[config.mk]
export PLATFORM = sky130hd
export DESIGN_NAME = packed_sadd_unit
export DESIGN_NICKNAME = d
export VERILOG_FILES = /design/src/rtl/packed_sadd_pkg.sv /design/src/rtl/sadd_lane.sv /design/src/rtl/sadd_idx_chk.sv /design/src/rtl/sadd_wb_reg.sv /design/src/rtl/packed_sadd_unit.sv
export SDC_FILE = /design/constraint.sdc
export NUM_CORES = 1
export LEC_CHECK = 0
export CAP_MARGIN = 0
export CORE_ASPECT_RATIO = 1.75
export CORE_MARGIN = 3
export CORE_UTILIZATION = 44
export CTS_CLUSTER_DIAMETER = 40
export CTS_CLUSTER_SIZE = 14
export DETAILED_ROUTE_END_ITERATION = 16
export PLACE_DENSITY = 0.82
export SLEW_MARGIN = 20
export SYNTH_ARGS = -nofsm -noshare
export SYNTH_HDL_FRONTEND = slang
export SYNTH_SLANG_ARGS = --single-unit
[constraint.sdc]
create_clock -name clk_i -period 1.07 [get_ports clk_i]
set_input_delay 0.214 -clock clk_i [delete_from_list [all_inputs] [get_ports clk_i]]
set_output_delay 0.214 -clock clk_i [all_outputs]
set_load 0.01 [all_outputs]
[src/rtl/packed_sadd_pkg.sv]
package packed_sadd_pkg;
  localparam int unsigned LANES_DEF  = 4;
  localparam int unsigned LANE_W_DEF = 8;
  localparam int unsigned IDX_W_DEF  = 4;
  localparam int unsigned BAD_IDX_DEF = 15;
endpackage

[src/rtl/sadd_lane.sv]
module sadd_lane #(
  parameter int unsigned W = 8
) (
  input  logic [W-1:0] a_i,
  input  logic [W-1:0] b_i,
  output logic [W-1:0] sum_o,
  output logic         ge_o
);
  logic [W:0] wide;

  // one guard bit keeps the exact signed sum
  always_comb begin
    wide  = {a_i[W-1], a_i} + {b_i[W-1], b_i};
    sum_o = wide[W-1:0];
    ge_o  = ~wide[W];
  end
endmodule

[src/rtl/sadd_idx_chk.sv]
module sadd_idx_chk #(
  parameter int unsigned IDX_W   = 4,
  parameter int unsigned BAD_IDX = 15,
  parameter int unsigned N_IDX   = 3
) (
  input  logic [N_IDX*IDX_W-1:0] idx_i,
  output logic                   bad_o
);
  localparam logic [IDX_W-1:0] BAD = IDX_W'(BAD_IDX);
  logic [N_IDX-1:0] hit;

  for (genvar k = 0; k < N_IDX; k++) begin : g_cmp
    assign hit[k] = (idx_i[k*IDX_W +: IDX_W] == BAD);
  end

  assign bad_o = |hit;
endmodule

[src/rtl/sadd_wb_reg.sv]
module sadd_wb_reg #(
  parameter int unsigned DATA_W = 32,
  parameter int unsigned LANES  = 4,
  parameter int unsigned IDX_W  = 4
) (
  input  logic              clk_i,
  input  logic              rst_ni,
  input  logic              valid_i,
  input  logic              cond_pass_i,
  input  logic              bad_i,
  input  logic [IDX_W-1:0]  idx_i,
  input  logic [DATA_W-1:0] sum_i,
  input  logic [LANES-1:0]  ge_i,
  output logic              valid_o,
  output logic              wr_en_o,
  output logic              flags_wr_en_o,
  output logic              unpred_o,
  output logic [IDX_W-1:0]  idx_o,
  output logic [DATA_W-1:0] sum_o,
  output logic [LANES-1:0]  ge_o
);
  logic commit;
  assign commit = valid_i & cond_pass_i & ~bad_i;

  always_ff @(posedge clk_i or negedge rst_ni) begin
    if (!rst_ni) begin
      valid_o       <= 1'b0;
      wr_en_o       <= 1'b0;
      flags_wr_en_o <= 1'b0;
      unpred_o      <= 1'b0;
      idx_o         <= '0;
      sum_o         <= '0;
      ge_o          <= '0;
    end else begin
      valid_o       <= valid_i;
      wr_en_o       <= commit;
      flags_wr_en_o <= commit;
      unpred_o      <= valid_i & bad_i;
      if (valid_i) begin
        idx_o <= idx_i;
        sum_o <= sum_i;
        ge_o  <= ge_i;
      end
    end
  end
endmodule

[src/rtl/packed_sadd_unit.sv]
module packed_sadd_unit
  import packed_sadd_pkg::*;
#(
  parameter int unsigned LANES   = LANES_DEF,
  parameter int unsigned LANE_W  = LANE_W_DEF,
  parameter int unsigned IDX_W   = IDX_W_DEF,
  parameter int unsigned BAD_IDX = BAD_IDX_DEF,
  localparam int unsigned DATA_W = LANES * LANE_W
) (
  input  logic              clk_i,
  input  logic              rst_ni,
  input  logic              valid_i,
  input  logic              cond_pass_i,
  input  logic [IDX_W-1:0]  rd_idx_i,
  input  logic [IDX_W-1:0]  rn_idx_i,
  input  logic [IDX_W-1:0]  rm_idx_i,
  input  logic [DATA_W-1:0] op_a_i,
  input  logic [DATA_W-1:0] op_b_i,
  output logic              valid_o,
  output logic              wr_en_o,
  output logic [IDX_W-1:0]  wr_idx_o,
  output logic [DATA_W-1:0] result_o,
  output logic [LANES-1:0]  flags_o,
  output logic              flags_wr_en_o,
  output logic              unpredictable_o
);
  logic [DATA_W-1:0] sum_w;
  logic [LANES-1:0]  ge_w;
  logic              bad_w;

  for (genvar l = 0; l < LANES; l++) begin : g_lane
    sadd_lane #(.W(LANE_W)) u_lane (
      .a_i  (op_a_i[l*LANE_W +: LANE_W]),
      .b_i  (op_b_i[l*LANE_W +: LANE_W]),
      .sum_o(sum_w[l*LANE_W +: LANE_W]),
      .ge_o (ge_w[l])
    );
  end

  sadd_idx_chk #(.IDX_W(IDX_W), .BAD_IDX(BAD_IDX), .N_IDX(3)) u_idx (
    .idx_i({rm_idx_i, rn_idx_i, rd_idx_i}),
    .bad_o(bad_w)
  );

  sadd_wb_reg #(.DATA_W(DATA_W), .LANES(LANES), .IDX_W(IDX_W)) u_wb (
    .clk_i        (clk_i),
    .rst_ni       (rst_ni),
    .valid_i      (valid_i),
    .cond_pass_i  (cond_pass_i),
    .bad_i        (bad_w),
    .idx_i        (rd_idx_i),
    .sum_i        (sum_w),
    .ge_i         (ge_w),
    .valid_o      (valid_o),
    .wr_en_o      (wr_en_o),
    .flags_wr_en_o(flags_wr_en_o),
    .unpred_o     (unpredictable_o),
    .idx_o        (wr_idx_o),
    .sum_o        (result_o),
    .ge_o         (flags_o)
  );
endmodule

**Word-level counts from Yosys, hierarchy flattened**

Cells that the tools add are included.

- Register bits after elaboration: 43
- Word-level logic and storage cells: 22

- Bitwise operators: 8
- Equality and inequality tests: 3
- $add $sub $neg: 4
- Reductions and logical operators: 1

Operators by type and width:

| operator | number |
|---|---|
| adder 8 x 8 -> 9 bit | 4 |
| equality test 4 bit, second input constant | 3 |
| NOT 1 bit | 5 |
| AND 1 bit | 3 |
| OR reduction 3 bit | 1 |

**Logic depth before layout (Yosys ltp)**

- Depth in word-level cells: 4
- Gate-level depth with buffers: 7
- Depth with buffers taken out: 7

**Cells and area by module**

Synthesis repeated with hierarchy kept, for this count alone.

- Cell total of the unflattened synthesis: 285
- Area, all modules: 3250.6 um2

By module, submodules not included:

| module | cells each | instances | area an instance (um2) | sequential area each (um2) |
|---|---|---|---|---|
| sadd_wb_reg | 91 | 1 | 1778.0 | 1076.0 |
| sadd_lane (g_lane[0].u_lane ...) | 47 | 2 | 370.4 | 0.0 |
| sadd_lane (g_lane[1].u_lane ...) | 48 | 2 | 354.1 | 0.0 |
| sadd_idx_chk | 4 | 1 | 23.8 | 0.0 |

**Worst setup path before layout**

No wires, ideal clock.

- Kind: input to register
- Start point: in op_a_i[0]
- End point: reg u_wb.sum_o[6]
- Setup time: 0.120 ns
- Stages on the path: 7
- Path buffers: 0
- Slack: -0.588 ns
- Data arrival time: 1.538 ns
- Data required time: 0.950 ns
- Cell sequence: ha_1 -> inv_1 -> fa_1 -> nor2b_4 -> o31a_1 -> or3_1 -> a31o_1

- Cells in the longest elaborated chain, start to end: 1

Ends and longest elaborated chain:

| what | RTL line | source |
|---|---|---|
| start, declared | packed_sadd_unit.sv:17 | `input logic [DATA_W-1:0] op_a_i,` |
| adder 8 x 8 -> 9 bit | sadd_lane.sv:13 | `wide = {a_i[W-1], a_i} + {b_i[W-1], b_i};` |
| end signal, assigned | sadd_wb_reg.sv:41 | `sum_o <= sum_i;` |
| end, declared | sadd_wb_reg.sv:19 | `output logic [DATA_W-1:0] sum_o,` |

Every way passes these cells.
A chain may end at the register's enable or synchronous reset.

**Worst setup path in the final report**

- Start point: in op_b_i[0]
- End point: reg u_wb.sum_o[6]

- Cells in the longest elaborated chain, start to end: 1

Ends and longest elaborated chain:

| what | RTL line | source |
|---|---|---|
| start, declared | packed_sadd_unit.sv:18 | `input logic [DATA_W-1:0] op_b_i,` |
| adder 8 x 8 -> 9 bit | sadd_lane.sv:13 |  |

Every way passes these cells.

==> results.txt <==
----------------------------------------------------
[Run status]
  Outcome ... complete, but fails checks
  Failing checks ... negative setup slack

[Floorplan]
  Floorplan die height ... 115 um
  Row cnt ... 39
  I/O pins ... approximately 120
  Die width ... between 60 and 70 um
  Placeable core region ... around 6600 um2
  Die footprint ... just under 8000 um2
  Starting density of the core ... 0.456

[Hold path]
  Worst Hold Class ... in2reg
  Hold path startpoint ... op_a_i[0]

[Setup path]
  Worst EP arrival ... roughly 1600 ps
  Critical Path Start Type ... input pin
  Critical Path Sink Type ... flip-flop
  Register-to-register setup slack ... roughly 60 ps
  Top fanout value on the critical path ... 2
  Source of the worst register-to-register timing path ... u_wb.sum_o[13]$_DFFE_PN0P_
  Worst Setup SP ... op_b_i[0]
  Classification of the worst setup path ... in2reg
  Worst endpoint required time ... about 1200 ps

[Logic synthesis]
  Fraction of the yosys area taken by sequential cells ... 0.358
  Library cell with the largest summed area after synthesis ... dfrtp_1
  Synth warnings ... 0
  Area share of the largest cell type after synthesis ... 0.358
  Net count of the mapped netlist ... around 430
  Number of instances in the synthesized netlist ... 313
  Flip-flop and latch count after synthesis ... between 40 and 50
  Top area cells in the synthesized netlist ... dfrtp_1 36%, ha_1 13%, o21ai_0 4.7%, mux2_2 4.5%, nand2_1 3.0%
  Post-synth design cell area ... 3000 um2
  Cell variety after synth ... 38
  Syn Area/Cell ... about 9.6 um2

[Route]
  Number of vias after detailed routing ... around 3500
  TritonRoute pass-1 iters ... 4
  Number of antenna-violating nets in the routed design ... 0
  Routed WL per cell ... around 20 um
  DRC Markers ... 0
  WL final ... 11.9 mm
  DRC marker count from the first detailed-route iteration ... 237
  Avg Vias per Cell ... roughly 5.7

[Final layout]
  Net count reported at finish ... roughly 640
  Synth-to-Final Area Change ... 90.2%
  Layout cell share with drive strength beyond 1 ... 0.570
  Final-layout fill cell count ... 316
  Final design area excluding fillers ... ~5700 um2
  Post-route non-filler standard cell count ... between 600 and 700

[Timing]
  Relative slew slack ... 0.763
  Setup repair after global routing missed its margin ... yes
  Time the final worst path needs with I/O delays and setup ... ~1500 ps
  Final hold vios ... 0
  Post-route clock period utilization ... 1.37
  Setup WS post-layout ... -393 ps
  Aggregate negative setup slack ... -4840 ps
  Slew of the pin with the lowest slew margin ... ~350 ps
  Final setup viols ... 25
  Peak clock frequency supported by timing ... roughly 680 MHz
  Final slew viol count ... 0
  Setup Skew ... 0 ps

[Placed design]
  Total placed instance area ... slightly above 5000 um2
  Input/output buffers ... about 120
  Post-Place Cells ... 570
  Routability cong. ... roughly 0.8
  Final HPWL DP ... 7.41 mm

[Global route]
  Number of antenna violations at the first check in global routing ... 1
  Global routing usage summed across all routing layers ... 0.301
  Grt total ovfl ... 0
  Largest net degree at the start of global routing ... 44
  Vias in the first global route ... 3768
  Wire length of the first global-routing pass ... 17.7 mm

[CTS]
  Bufs on Longest Clock Path ... 2
  Clock-pin slew of the registers on the worst-case setup and hold paths ... about 60 ps
  CTS buffer count ... 5
  Root Driver ... clkbuf_16
  Clock tree from TritonCTS ... yes
  Latest clock arrival within the worst-skew pair ... between 200 and 300 ps
  CTS Sinks ... between 40 and 50
  Number of H-tree branching levels ... 2

[Run]
  Count of max-cap constraint violations ... 0

[Power]
  Overall power of the completed layout ... ~6.7 mW
  Power Dens Cells ... ~1200 nW/um2
  Max IR drop VDD ... roughly 0.00094 V
  Total leakage power ... 2.60 nW

----------------------------------------------------
## through the flow
step                      setup slack [ps]  utilization  hold slack, ps
final                                 -393        0.867             265
after global routing                  -429        0.867             266
after CTS                             -335        0.846             259
after detailed placement             -1020        0.775             213
after global placement                -956        0.775             208
after floorplan                       -464            -           -81.6
## area by class of cell
type	instances	area (um2)	share of cell area
diodes	1	2.50	0.000438
clock buffers	6	139	0.0243
clock inverters	2	35.0	0.00613
inverters	18	67.6	0.0118
multi-input cells	240	2530	0.443
flip-flops and latches	43	1080	0.188
well taps	82	103	0.0180
repair buffers	217	1760	0.308
## cells in the final DEF (no fill, tap or decap), types with 7 or more instances in the layout
cell type         n
buf_4            68
inv_2            12
a21oi_1          14
o21a_1            9
ha_4             32
buf_2            69
clkdlybuf4s50_1  15
buf_6            38
o21ai_1           9
dfrtp_1          43
clkdlybuf4s15_1   8
o31a_1            7
nand2_1          24
a21o_1            8
mux2_2            9
o21ai_0          11
nor2_1           17
## synthesized netlist by cell type, drive strengths merged
library cell,instances
dfrtp,43
ha,32
o21ai,28
nand2,24
nor2,20
inv,18
a21oi,17
mux2,12
o21a,9
a211oi,8
a21o,8
buf,8
nand3,7
nor2b,7
nor3,7
o31a,7
mux2i,6
nand3b,5
o31ai,5
a31oi,4
clkbuf,4
fa,4
o211a,4
o2bb2ai,4
o32ai,4
xnor2,4
nand4,3
o311ai,2
or3,2
xor2,2
a2111o,1
a211o,1
a31o,1
or3b,1
or4,1
## worst max-delay path, cell delays in order
cell and delay (ps):
buf_6 100, ha_4 150, inv_2 50, fa_2 240, nor2b_4 50, o31a_1 300, or3_1 340, a31o_1 200
## sequential cells by signal, summed over array words and instances, names as in the netlist
name and count:
u_wb.idx_o 4, u_wb.wr_en_o 1, u_wb.valid_o 1, u_wb.ge_o 4, u_wb.sum_o 32, u_wb.unpred_o 1
## repair_timing
action                                 in CTS  in global routing
pin swaps                                  91                 42
gates resized for setup                   485                 36
buffers inserted                           28                 12
cloned                                      0                  0
endpoints found under the hold margin      43                  0
hold buffers                                1                  0
setup endpoints to repair                  76                 29
## cell families after synthesis
kind of cell    Yosys count  share of synthesized area
compound gates          103                      0.234
simple gates             77                      0.124
flops                    43                      0.358
fa+ha+maj                36                      0.160
buf+inv                  30                     0.0416
mux                      18                     0.0650
xor+xnor                  6                     0.0175
## power by group
part	internal [mW]	switching (mW)
clock network	1.16	0.664
logic	1.56	1.31
registers	1.87	0.143
## worst paths after layout
kind	endpoint	cells past startpoint
worst max-delay path	u_wb.sum_o[6]$_DFFE_PN0P_	8
worst min-delay path	u_wb.sum_o[0]$_DFFE_PN0P_	3
worst max register to register	u_wb.sum_o[13]$_DFFE_PN0P_	3
worst min register to register	u_wb.sum_o[3]$_DFFE_PN0P_	1
max in group asynchronous	u_wb.sum_o[23]$_DFFE_PN0P_	3
min in group asynchronous	u_wb.sum_o[28]$_DFFE_PN0P_	3
## metal layers
metal / part of all wire / global-route usage / vias to the layer above
met5: 0 / 0 / -
met4: 0.032 / 0.149 / 0
met3: 0.038 / 0.0459 / 36
met2: 0.59 / 0.569 / 116
met1: 0.34 / 0.300 / 1720
li1: - / - / 1585
(Power assumes the default switching activity.)
